===== config.mk =====
export PLATFORM = sky130hd
export DESIGN_NAME = pll_acq_seq
export DESIGN_NICKNAME = d
export VERILOG_FILES = /design/src/rtl/pll_acq_pkg.sv /design/src/rtl/pll_acq_dp.sv /design/src/rtl/pll_acq_ctrl.sv /design/src/rtl/pll_acq_seq.sv
export SDC_FILE = /design/constraint.sdc
export NUM_CORES = 1
export LEC_CHECK = 0
export CAP_MARGIN = 0
export CELL_PAD_IN_SITES_DETAIL_PLACEMENT = 2
export CELL_PAD_IN_SITES_GLOBAL_PLACEMENT = 2
export CORE_MARGIN = 3
export CORE_UTILIZATION = 35
export CTS_BUF_LIST = sky130_fd_sc_hd__clkbuf_8 sky130_fd_sc_hd__clkbuf_16
export CTS_CLUSTER_SIZE = 10
export DETAILED_ROUTE_END_ITERATION = 7
export PLACE_DENSITY = 0.85
export SETUP_SLACK_MARGIN = 0.15
export SLEW_MARGIN = 10
export SYNTH_ARGS = -nofsm -noshare
export SYNTH_HDL_FRONTEND = slang
export SYNTH_HIERARCHICAL = 1
export SYNTH_SLANG_ARGS = --single-unit
export TNS_END_PERCENT = 10

===== constraint.sdc =====
create_clock -name clk -period 7.29 [get_ports clk]
set_input_delay 1.458 -clock clk [delete_from_list [all_inputs] [get_ports clk]]
set_output_delay 1.458 -clock clk [all_outputs]
set_load 0.1 [all_outputs]

===== src/rtl/pll_acq_pkg.sv =====
package pll_acq_pkg;

  typedef enum logic [2:0] {
    ST_IDLE     = 3'd0,
    ST_SETTLE   = 3'd1,
    ST_ACQ      = 3'd2,
    ST_CONFIRM  = 3'd3,
    ST_RECENTER = 3'd4,
    ST_LOCKED   = 3'd5,
    ST_FAIL     = 3'd6
  } seqState_e;

  // strobes from control to datapath
  typedef struct packed {
    logic xtalClear;
    logic xtalNext;
    logic passClear;
    logic dacMid;
    logic dacStep;
    logic dacDown;
    logic loadSettle;
    logic loadConfirm;
  } dpStrobe_t;

endpackage


===== src/rtl/pll_acq_dp.sv =====
module pll_acq_dp
  import pll_acq_pkg::*;
#(
  parameter int NUM_XTAL    = 8,
  parameter int DAC_W       = 8,
  parameter int SETTLE_CYC  = 16,
  parameter int CONFIRM_CYC = 32
) (
  input  logic                        clk,
  input  logic                        rstN,
  input  dpStrobe_t                   stb,
  output logic [$clog2(NUM_XTAL)-1:0] xtalIdx,
  output logic [DAC_W-1:0]            dacCode,
  output logic                        timerDone,
  output logic                        passLast,
  output logic                        dacAtLimit
);

  localparam int XTAL_W  = $clog2(NUM_XTAL);
  localparam int TMR_MAX = (SETTLE_CYC > CONFIRM_CYC) ? SETTLE_CYC : CONFIRM_CYC;
  localparam int TMR_W   = $clog2(TMR_MAX + 1);
  localparam logic [DAC_W-1:0] DAC_MID = DAC_W'(1 << (DAC_W - 1));
  localparam logic [DAC_W-1:0] DAC_MAX = {DAC_W{1'b1}};

  logic [TMR_W-1:0]  tmrCnt;
  logic [XTAL_W-1:0] passCnt;
  logic [XTAL_W-1:0] xtalInc;

  assign xtalInc    = (xtalIdx == XTAL_W'(NUM_XTAL - 1)) ? '0 : xtalIdx + 1'b1;
  assign timerDone  = (tmrCnt == '0);
  assign passLast   = (passCnt == XTAL_W'(NUM_XTAL - 1));
  assign dacAtLimit = (dacCode == '0) || (dacCode == DAC_MAX);

  // shared interval timer for settle and confirm
  always_ff @(posedge clk) begin
    if (!rstN)                tmrCnt <= '0;
    else if (stb.loadSettle)  tmrCnt <= TMR_W'(SETTLE_CYC - 1);
    else if (stb.loadConfirm) tmrCnt <= TMR_W'(CONFIRM_CYC - 1);
    else if (!timerDone)      tmrCnt <= tmrCnt - 1'b1;
  end

  always_ff @(posedge clk) begin
    if (!rstN)              xtalIdx <= '0;
    else if (stb.xtalClear) xtalIdx <= '0;
    else if (stb.xtalNext)  xtalIdx <= xtalInc;
  end

  always_ff @(posedge clk) begin
    if (!rstN)              passCnt <= '0;
    else if (stb.passClear) passCnt <= '0;
    else if (stb.xtalNext)  passCnt <= passCnt + 1'b1;
  end

  always_ff @(posedge clk) begin
    if (!rstN)            dacCode <= DAC_MID;
    else if (stb.dacMid)  dacCode <= DAC_MID;
    else if (stb.dacStep) dacCode <= stb.dacDown ? dacCode - 1'b1 : dacCode + 1'b1;
  end

  AST_DAC_NO_WRAP: assert property (@(posedge clk) disable iff (!rstN)
    stb.dacStep |-> !dacAtLimit);
  AST_DAC_ONE_STEP: assert property (@(posedge clk) disable iff (!rstN)
    (stb.dacStep && !stb.dacMid) |=> (dacCode == $past(dacCode) + 1'b1) || (dacCode == $past(dacCode) - 1'b1));

endmodule


===== src/rtl/pll_acq_ctrl.sv =====
module pll_acq_ctrl
  import pll_acq_pkg::*;
(
  input  logic      clk,
  input  logic      rstN,
  input  logic      startReq,
  input  logic      lockInhibit,
  input  logic      lockDetect,
  input  logic      errNeg,
  input  logic      errZero,
  input  logic      updTick,
  input  logic      timerDone,
  input  logic      passLast,
  input  logic      dacAtLimit,
  output seqState_e state,
  output dpStrobe_t stb
);

  seqState_e nextState;

  always_comb begin
    nextState = state;
    stb       = '0;
    unique case (state)
      ST_IDLE, ST_FAIL: begin
        if (startReq) begin
          nextState      = ST_SETTLE;
          stb.xtalClear  = 1'b1;
          stb.passClear  = 1'b1;
          stb.dacMid     = 1'b1;
          stb.loadSettle = 1'b1;
        end
      end
      ST_SETTLE: begin
        if (timerDone) nextState = ST_ACQ;
      end
      ST_ACQ: begin
        if (lockInhibit) begin
          stb.xtalNext = 1'b1;
          if (passLast) begin
            nextState = ST_FAIL;
          end else begin
            nextState      = ST_SETTLE;
            stb.loadSettle = 1'b1;
          end
        end else if (lockDetect) begin
          nextState       = ST_CONFIRM;
          stb.loadConfirm = 1'b1;
        end
      end
      ST_CONFIRM: begin
        if (!lockDetect) begin
          nextState = ST_ACQ;
        end else if (timerDone) begin
          nextState  = ST_RECENTER;
          stb.dacMid = 1'b1;
        end
      end
      ST_RECENTER: begin
        if (updTick) begin
          if (errZero) begin
            nextState = ST_LOCKED;
          end else if (dacAtLimit) begin
            nextState      = ST_SETTLE;
            stb.xtalNext   = 1'b1;
            stb.passClear  = 1'b1;
            stb.dacMid     = 1'b1;
            stb.loadSettle = 1'b1;
          end else begin
            stb.dacStep = 1'b1;
            stb.dacDown = errNeg;
          end
        end
      end
      ST_LOCKED: begin
        if (!lockDetect) nextState = ST_ACQ;
      end
      default: nextState = ST_IDLE;
    endcase
  end

  always_ff @(posedge clk) begin
    if (!rstN) state <= ST_IDLE;
    else       state <= nextState;
  end

  AST_START_ONLY_IDLE: assert property (@(posedge clk) disable iff (!rstN)
    (startReq && state inside {ST_SETTLE, ST_CONFIRM, ST_LOCKED}) |=> state != ST_IDLE && state != ST_FAIL);
  AST_CONFIRM_EXIT: assert property (@(posedge clk) disable iff (!rstN)
    (state == ST_CONFIRM && !lockDetect) |=> state == ST_ACQ);

endmodule


===== src/rtl/pll_acq_seq.sv =====
module pll_acq_seq
  import pll_acq_pkg::*;
#(
  parameter int NUM_XTAL    = 8,
  parameter int DAC_W       = 8,
  parameter int SETTLE_CYC  = 16,
  parameter int CONFIRM_CYC = 32
) (
  input  logic                        clk,
  input  logic                        rstN,
  input  logic                        startReq,
  input  logic                        lockInhibit,
  input  logic                        lockDetect,
  input  logic                        errNeg,
  input  logic                        errZero,
  input  logic                        updTick,
  output logic [$clog2(NUM_XTAL)-1:0] xtalSel,
  output logic [DAC_W-1:0]            dacCode,
  output logic                        sweepEn,
  output logic [2:0]                  seqState
);

  localparam int XTAL_W = $clog2(NUM_XTAL);
  localparam logic [DAC_W-1:0] DAC_MID = DAC_W'(1 << (DAC_W - 1));
  localparam logic [DAC_W-1:0] DAC_MAX = {DAC_W{1'b1}};

  seqState_e state;
  dpStrobe_t stb;
  logic      timerDone;
  logic      passLast;
  logic      dacAtLimit;

  pll_acq_ctrl u_ctrl (
    .clk        (clk),
    .rstN       (rstN),
    .startReq   (startReq),
    .lockInhibit(lockInhibit),
    .lockDetect (lockDetect),
    .errNeg     (errNeg),
    .errZero    (errZero),
    .updTick    (updTick),
    .timerDone  (timerDone),
    .passLast   (passLast),
    .dacAtLimit (dacAtLimit),
    .state      (state),
    .stb        (stb)
  );

  pll_acq_dp #(
    .NUM_XTAL   (NUM_XTAL),
    .DAC_W      (DAC_W),
    .SETTLE_CYC (SETTLE_CYC),
    .CONFIRM_CYC(CONFIRM_CYC)
  ) u_dp (
    .clk       (clk),
    .rstN      (rstN),
    .stb       (stb),
    .xtalIdx   (xtalSel),
    .dacCode   (dacCode),
    .timerDone (timerDone),
    .passLast  (passLast),
    .dacAtLimit(dacAtLimit)
  );

  assign sweepEn  = (state == ST_LOCKED);
  assign seqState = 3'(state);

  AST_XTAL_FROZEN: assert property (@(posedge clk) disable iff (!rstN)
    (state == ST_CONFIRM || state == ST_LOCKED) |=> $stable(xtalSel));
  AST_SETTLE_HOLD: assert property (@(posedge clk) disable iff (!rstN)
    (state == ST_SETTLE) |=> $stable(xtalSel));
  AST_SWEEP_DROP: assert property (@(posedge clk) disable iff (!rstN)
    (sweepEn && !lockDetect) |=> !sweepEn);
  AST_DAC_HOLD: assert property (@(posedge clk) disable iff (!rstN)
    (state == ST_RECENTER && !updTick) |=> $stable(dacCode));
  AST_DAC_MID_ENTRY: assert property (@(posedge clk) disable iff (!rstN)
    (state == ST_CONFIRM && lockDetect && timerDone) |=> dacCode == DAC_MID);
  AST_RESTART_NEXT: assert property (@(posedge clk) disable iff (!rstN)
    (state == ST_RECENTER && updTick && !errZero && (dacCode == '0 || dacCode == DAC_MAX))
    |=> state == ST_SETTLE &&
        xtalSel == (($past(xtalSel) == XTAL_W'(NUM_XTAL - 1)) ? '0 : $past(xtalSel) + 1'b1));

endmodule


==> flow_metrics.tcl, run 1 <==
set metrics [dict create \
    outcome "finished clean" \
    chipHeight_um 74.5 \
    drt_wl_total_um 4660 \
    ios 23 \
    routedWlPerCell_um 17.3 \
    dieArea_um2 5560 \
    vdd_drop_max_mv 0.0762 \
    vias_per_cell 5.53 \
    final_common_cell "dfxtp_1" \
    hp-class "reg2reg" \
    synth_cell_types 51 \
    gp_congestion 0.842 \
    mostFrequentLayoutCells "dfxtp_1 (23), clkdlybuf4s50_1 (22), nand2_1 (17)" \
    core_um2 4440 \
    antenna_cells 0 \
    drc 0 \
    cts.sinks 23 \
    start_kind "primary input" \
    final.setup_skew_ns 0.00472 \
    clock_path_buffers 2 \
    cts_tree "yes" \
    grt_max_degree 16 \
    overflow 0 \
    cts_buffers 3 \
    grt_pass1_vias 1598 \
    tightest_slew_ns 0.994 \
    final-seq-area_um2 460 \
    synthCells 197 \
    maxCapViolCount 0 \
    crit_chain "clkdlybuf4s50_1 > nor4b_2 > nand2_1 > nor2_1 > and2_1 > ha_1 > a21oi_2 > a211oi_1 > or3_1 > a311oi_1 > a41oi_1" \
    finalCritPeriodShare_pct 62.8 \
    setup_viol 0 \
    critPathKind "in2reg" \
    fillCellCount 495 \
    synth-seq-area-share_pct 28.0 \
    slew_headroom_pct 33.6 \
    async_flop_share_pct 0 \
    path_delay_family "simple AND/OR/NAND/NOR gates" \
    fmax_mhz 218 \
    track_usage_pct 18.0 \
    worstPathMaxFanout 10 \
    num_vias 1488 \
    nets 239 \
    multiInputGateArea_um2 1080 \
    synth_area_um2 1640 \
    cts_root_buf "clkbuf_8" \
    syn-num-nets 218 \
    ys.flop_type "dfxtp_1" \
    critical-path-max-stage-delay_ns 0.50 \
    post_cts_buffers 0 \
    start_util_pct 37.0 \
    fin_area_um2 1930 \
    cts.reportedPaths.clkPinSlew_ns 0.08 \
    io_buffer_count 22 \
    drive_gt1_share_pct 6.45 \
    hold_viol_final 0 \
    rsz0062_at_grt "no" \
    ys_ff_latch 23 \
    p_leak_nw 0.737 \
    drt_iter0_drc 53 \
    setup_tns_ns 0 \
    placed_cell_area_um2 1890 \
    ant_nets 0 \
    fp-row-count 24 \
    cts_resized 0 \
    worstSetupEndpointType "flip-flop" \
    grt_pass1_wl_um 7780 \
    hpwl_um 3740 \
    antenna_found_initial 0 \
    cts_max_level 1 \
    critPathSlowestCell "nor2_1" \
    holdBufCountCts 0 \
    critPathRequiredTime_ns 7.39 \
    finalMaxSlewViolations 0 \
    crit_arrival_ns 4.68 \
    drt_pass1_iterations 3 \
    area_growth_pct 17.5 \
    synth_edf_count 0 \
    ys.warnings.count 6 \
    clock_latency_ns 0.26 \
    power.density_nw_per_um2 284 \
    postSynthAreaPerCell_um2 8.35 \
    die_x_um 74.5 \
    critPathBufInv 1 \
    final.min_clock_period_ns 4.58 \
]
layer usage:
metal,track usage [%],share of wire (%),vias to the layer above
li1,-,-,740
met1,23.2,47,728
met2,32.3,50,18
met3,2.16,2.0,2
met4,3.56,0.30,0
met5,0,0,-
cells in the mapped netlist (5+ instances only):
library cell  count  area share [%]
dfxtp_1          23              28
xnor2_1           7             3.7
a31oi_1           5             1.9
mux2i_1           6             3.7
nand3_1           8             2.4
o21ai_0           6             1.8
inv_1            14             3.2
nand2_1          17             3.9
ha_1             12             9.1
nand2b_1         10             3.8
nor3_1            6             1.8
nor2_1           15             3.4
a21oi_1           8             2.4
power by group:
group	leakage, nW	internal [mW]	switching, mW
clock network	0.0269	0.0375	0.0395
registers	0.188	0.149	0.0409
logic	0.523	0.103	0.177
registers in the layout, indices dropped and copies added (netlist names):
signal,count
u_dp/xtalIdx,3
u_dp/tmrCnt,6
u_dp/dacCode,8
u_ctrl/state,3
u_dp/passCnt,3
worst reg2reg max path: cells and delay by family, from the launching register on:
kind / cells / cell delay, ns
fa+ha+maj: 1 / 0.35
flops: 1 / 0.64
simple gates: 5 / 1.83
compound gates: 4 / 0.65
kinds of logic after synthesis:
group | share of synthesized area (%)
DFF | 28.0
buffers and inverters | 6.16
AOI/OAI and AO/OA | 19.7
and+or+nand+nor | 27.9
muxes | 3.65
xor gates and xnor gates | 4.26
adders and majority gates | 10.3
path summary, 6_finish.rpt:
path	start	to	slack [ns]	cells after the start
worst min-delay path	u_dp/xtalIdx[1]$_SDFFE_PP0P_	u_dp/xtalIdx[1]$_SDFFE_PP0P_	0.50	2
worst max register to register	u_ctrl/state[2]$_SDFFE_PN0P_	u_dp/dacCode[7]$_SDFFE_PP1P_	3.65	10
worst min register to register	u_dp/xtalIdx[1]$_SDFFE_PP0P_	u_dp/xtalIdx[1]$_SDFFE_PP0P_	0.50	2
worst max-delay path	errZero	u_dp/dacCode[7]$_SDFFE_PP1P_	2.71	11
layout make-up:
| class | instances | area share, % |
|---|---|---|
| inverters | 15 | 3.04 |
| multi-input cells | 153 | 56.0 |
| clock buffers | 3 | 2.14 |
| well taps | 52 | 3.37 |
| repair buffers | 22 | 11.4 |
| flip-flops and latches | 23 | 23.8 |
| clock inverters | 1 | 0.194 |
stage by stage:
stage / utilization, % / instances / setup slack (ns) / total power, mW / hold slack, ns
finish: 43.5 / 269 / 2.71 / 0.548 / 0.500
global route: 43.5 / 269 / 2.33 / 0.594 / 0.539
CTS: 43.5 / 269 / 2.70 / 0.555 / 0.507
detailed placement: 42.5 / 265 / 2.43 / 0.476 / 0.494
global placement: 42.5 / 265 / 2.66 / 0.456 / 0.480
floorplan: - / 197 / 3.74 / 0.412 / 0.465
No activity file was read; power rests on OpenSTA's default activity.
==> run 2, diff against run 1 <==
- CORE_UTILIZATION: 35 -> 29
- PLACE_DENSITY: 0.85 -> 0.76
- clock period: 7.29 -> 4.2 ns (I/O delays scaled with it)
==> run 2 against run 1 <==
Sequential share of layout area shrank 0.45 points; wire length shrank 4.2%; worst hold slack lost 0.0040 ns; flip-flop and latch count is the same; register-to-register slack lost 2.5 ns; via count grew 1.8%; global-route usage shrank 3.3 points; combinational power grew 78%; clock skew grew 0.0057 ns; total power grew 75%; first-iteration DRC count shrank 25%.
==> flow_metrics.tcl, run 2 (synthesized netlist as in run 1, its figures left out) <==
set metrics [dict create \
    r2r_cells 11 \
    layout_setup_ws_ns 0.742 \
    dp_cells 285 \
    hpwl_um 3460 \
    instances_no_fill 289 \
    placed_cell_area_um2 1920 \
    crit_arrival_ns 3.67 \
    vias_per_cell 5.24 \
    grt_max_degree 16 \
    min_path_cells 2 \
    drt_pass1_iterations 4 \
    io_buffer_count 22 \
    track_usage_pct 14.7 \
    start_util_pct 31.0 \
    finalMaxSlewViolations 0 \
    worstSetupEndpointType "flip-flop" \
    num_vias 1515 \
    cts_buffers 3 \
    post_cts_buffers 0 \
    multiInputGateArea_um2 1080 \
    drc 0 \
    power.density_nw_per_um2 486 \
    ant_nets 0 \
    cts_max_level 1 \
    chipHeight_um 81.3 \
    antenna_cells 0 \
    final_common_cell "dfxtp_1" \
    setup_viol 0 \
    top_regs "u_dp/dacCode (8), u_dp/tmrCnt (6)" \
    fp-row-count 26 \
    holdBufCountCts 0 \
    final.setup_skew_ns 0.0104 \
    mostFrequentLayoutCells "dfxtp_1 (23), clkdlybuf4s50_1 (22), nand2_1 (17)" \
    maxCapViolCount 0 \
    hp-class "reg2reg" \
    hold_viol_final 0 \
    gp_congestion 0.781 \
    tightest_slew_ns 0.986 \
    slew_headroom_pct 34.0 \
    fmax_mhz 289 \
    clock_path_buffers 2 \
    critPathKind "in2reg" \
    worstPathMaxFanout 9 \
    setup_tns_ns 0 \
    dieArea_um2 6610 \
    cts_resized 0 \
    cts_root_buf "clkbuf_8" \
    drt_wl_total_um 4470 \
    vdd_drop_max_mv 0.216 \
    drt_iter0_drc 40 \
    fillCellCount 609 \
    nets 241 \
    final_util_pct 37.1 \
    critPathRequiredTime_ns 4.41 \
    clock_latency_ns 0.27 \
    final-seq-area_um2 460 \
    core_um2 5300 \
    die_x_um 81.3 \
    cts.sinks 23 \
    start_kind "primary input" \
    outcome "finished clean" \
    antenna_found_initial 0 \
    final.min_clock_period_ns 3.46 \
    fin_area_um2 1970 \
    grt_pass1_vias 1559 \
    ios 23 \
    drive_gt1_share_pct 7.31 \
    largest_reg_flops 8 \
    p_leak_nw 0.748 \
    dp_slack_ns 0.507 \
    finalCritPeriodShare_pct 82.3 \
    largest-register "u_dp/dacCode" \
    rsz0062_at_grt "no" \
    grt_pass1_wl_um 7640 \
    cts.reportedPaths.clkPinSlew_ns 0.08 \
    overflow 0 \
    routedWlPerCell_um 15.5 \
    area_growth_pct 19.8 \
    cts_tree "yes" \
]
==> run 2: changes by cell type in the layout (fill, tap and decap cells not counted), sizes merged <==
cell and delta:
buf +2
==> run 2: power breakdown <==
| group | internal, mW | switching, mW | total [mW] |
|---|---|---|---|
| sequential | 0.259 | 0.0577 | 0.317 |
| combinational | 0.183 | 0.316 | 0.499 |
| clock | 0.0654 | 0.0758 | 0.141 |
==> run 2: worst max-delay path, cell delays in order <==
cell and delay, ns:
clkdlybuf4s50_1 0.44, nor4b_2 0.35, nand2_1 0.11, nor2_1 0.14
and2_1 0.34, inv_1 0.10, fa_1 0.39, and2b_2 0.24
o21a_1 0.15, o211ai_1 0.12, a2111o_1 0.38, nand3_1 0.07
==> run 2: stage by stage <==
stage	power [mW]	hold WS (ns)
final	0.957	0.496
after global routing	1.04	0.533
after CTS	0.974	0.503
after detailed placement	0.826	0.490
after global placement	0.812	0.482
after floorplan	0.716	0.465
==> run 2: area by class of cell <==
| class | count | share of cell area (%) |
|---|---|---|
| clock buffer | 3 | 2.10 |
| clock inverter | 1 | 0.191 |
| inverter | 15 | 2.99 |
| multi-input combinational | 153 | 55.0 |
| sequential | 23 | 23.4 |
| tap | 70 | 4.45 |
| timing repair buffer | 24 | 11.9 |
==> run 2: final timing paths <==
kind	from	endpoint	slack, ns
max	errZero	u_dp/dacCode[6]$_SDFFE_PP0P_	0.74
max reg2reg	u_ctrl/state[0]$_SDFFE_PN0P_	u_dp/dacCode[6]$_SDFFE_PP0P_	1.13
min	u_dp/xtalIdx[1]$_SDFFE_PP0P_	u_dp/xtalIdx[1]$_SDFFE_PP0P_	0.50
min reg2reg	u_dp/xtalIdx[1]$_SDFFE_PP0P_	u_dp/xtalIdx[1]$_SDFFE_PP0P_	0.50
==> run 2: routing by layer <==
metal / part of all wire, % / GRT usage [%] / vias to the layer above
met2: 48 / 24.3 / 18
met3: 2.6 / 2.88 / 2
met1: 48 / 19.6 / 741
li1: - / - / 754
met5: 0 / 0 / -
met4: 0.67 / 3.38 / 0
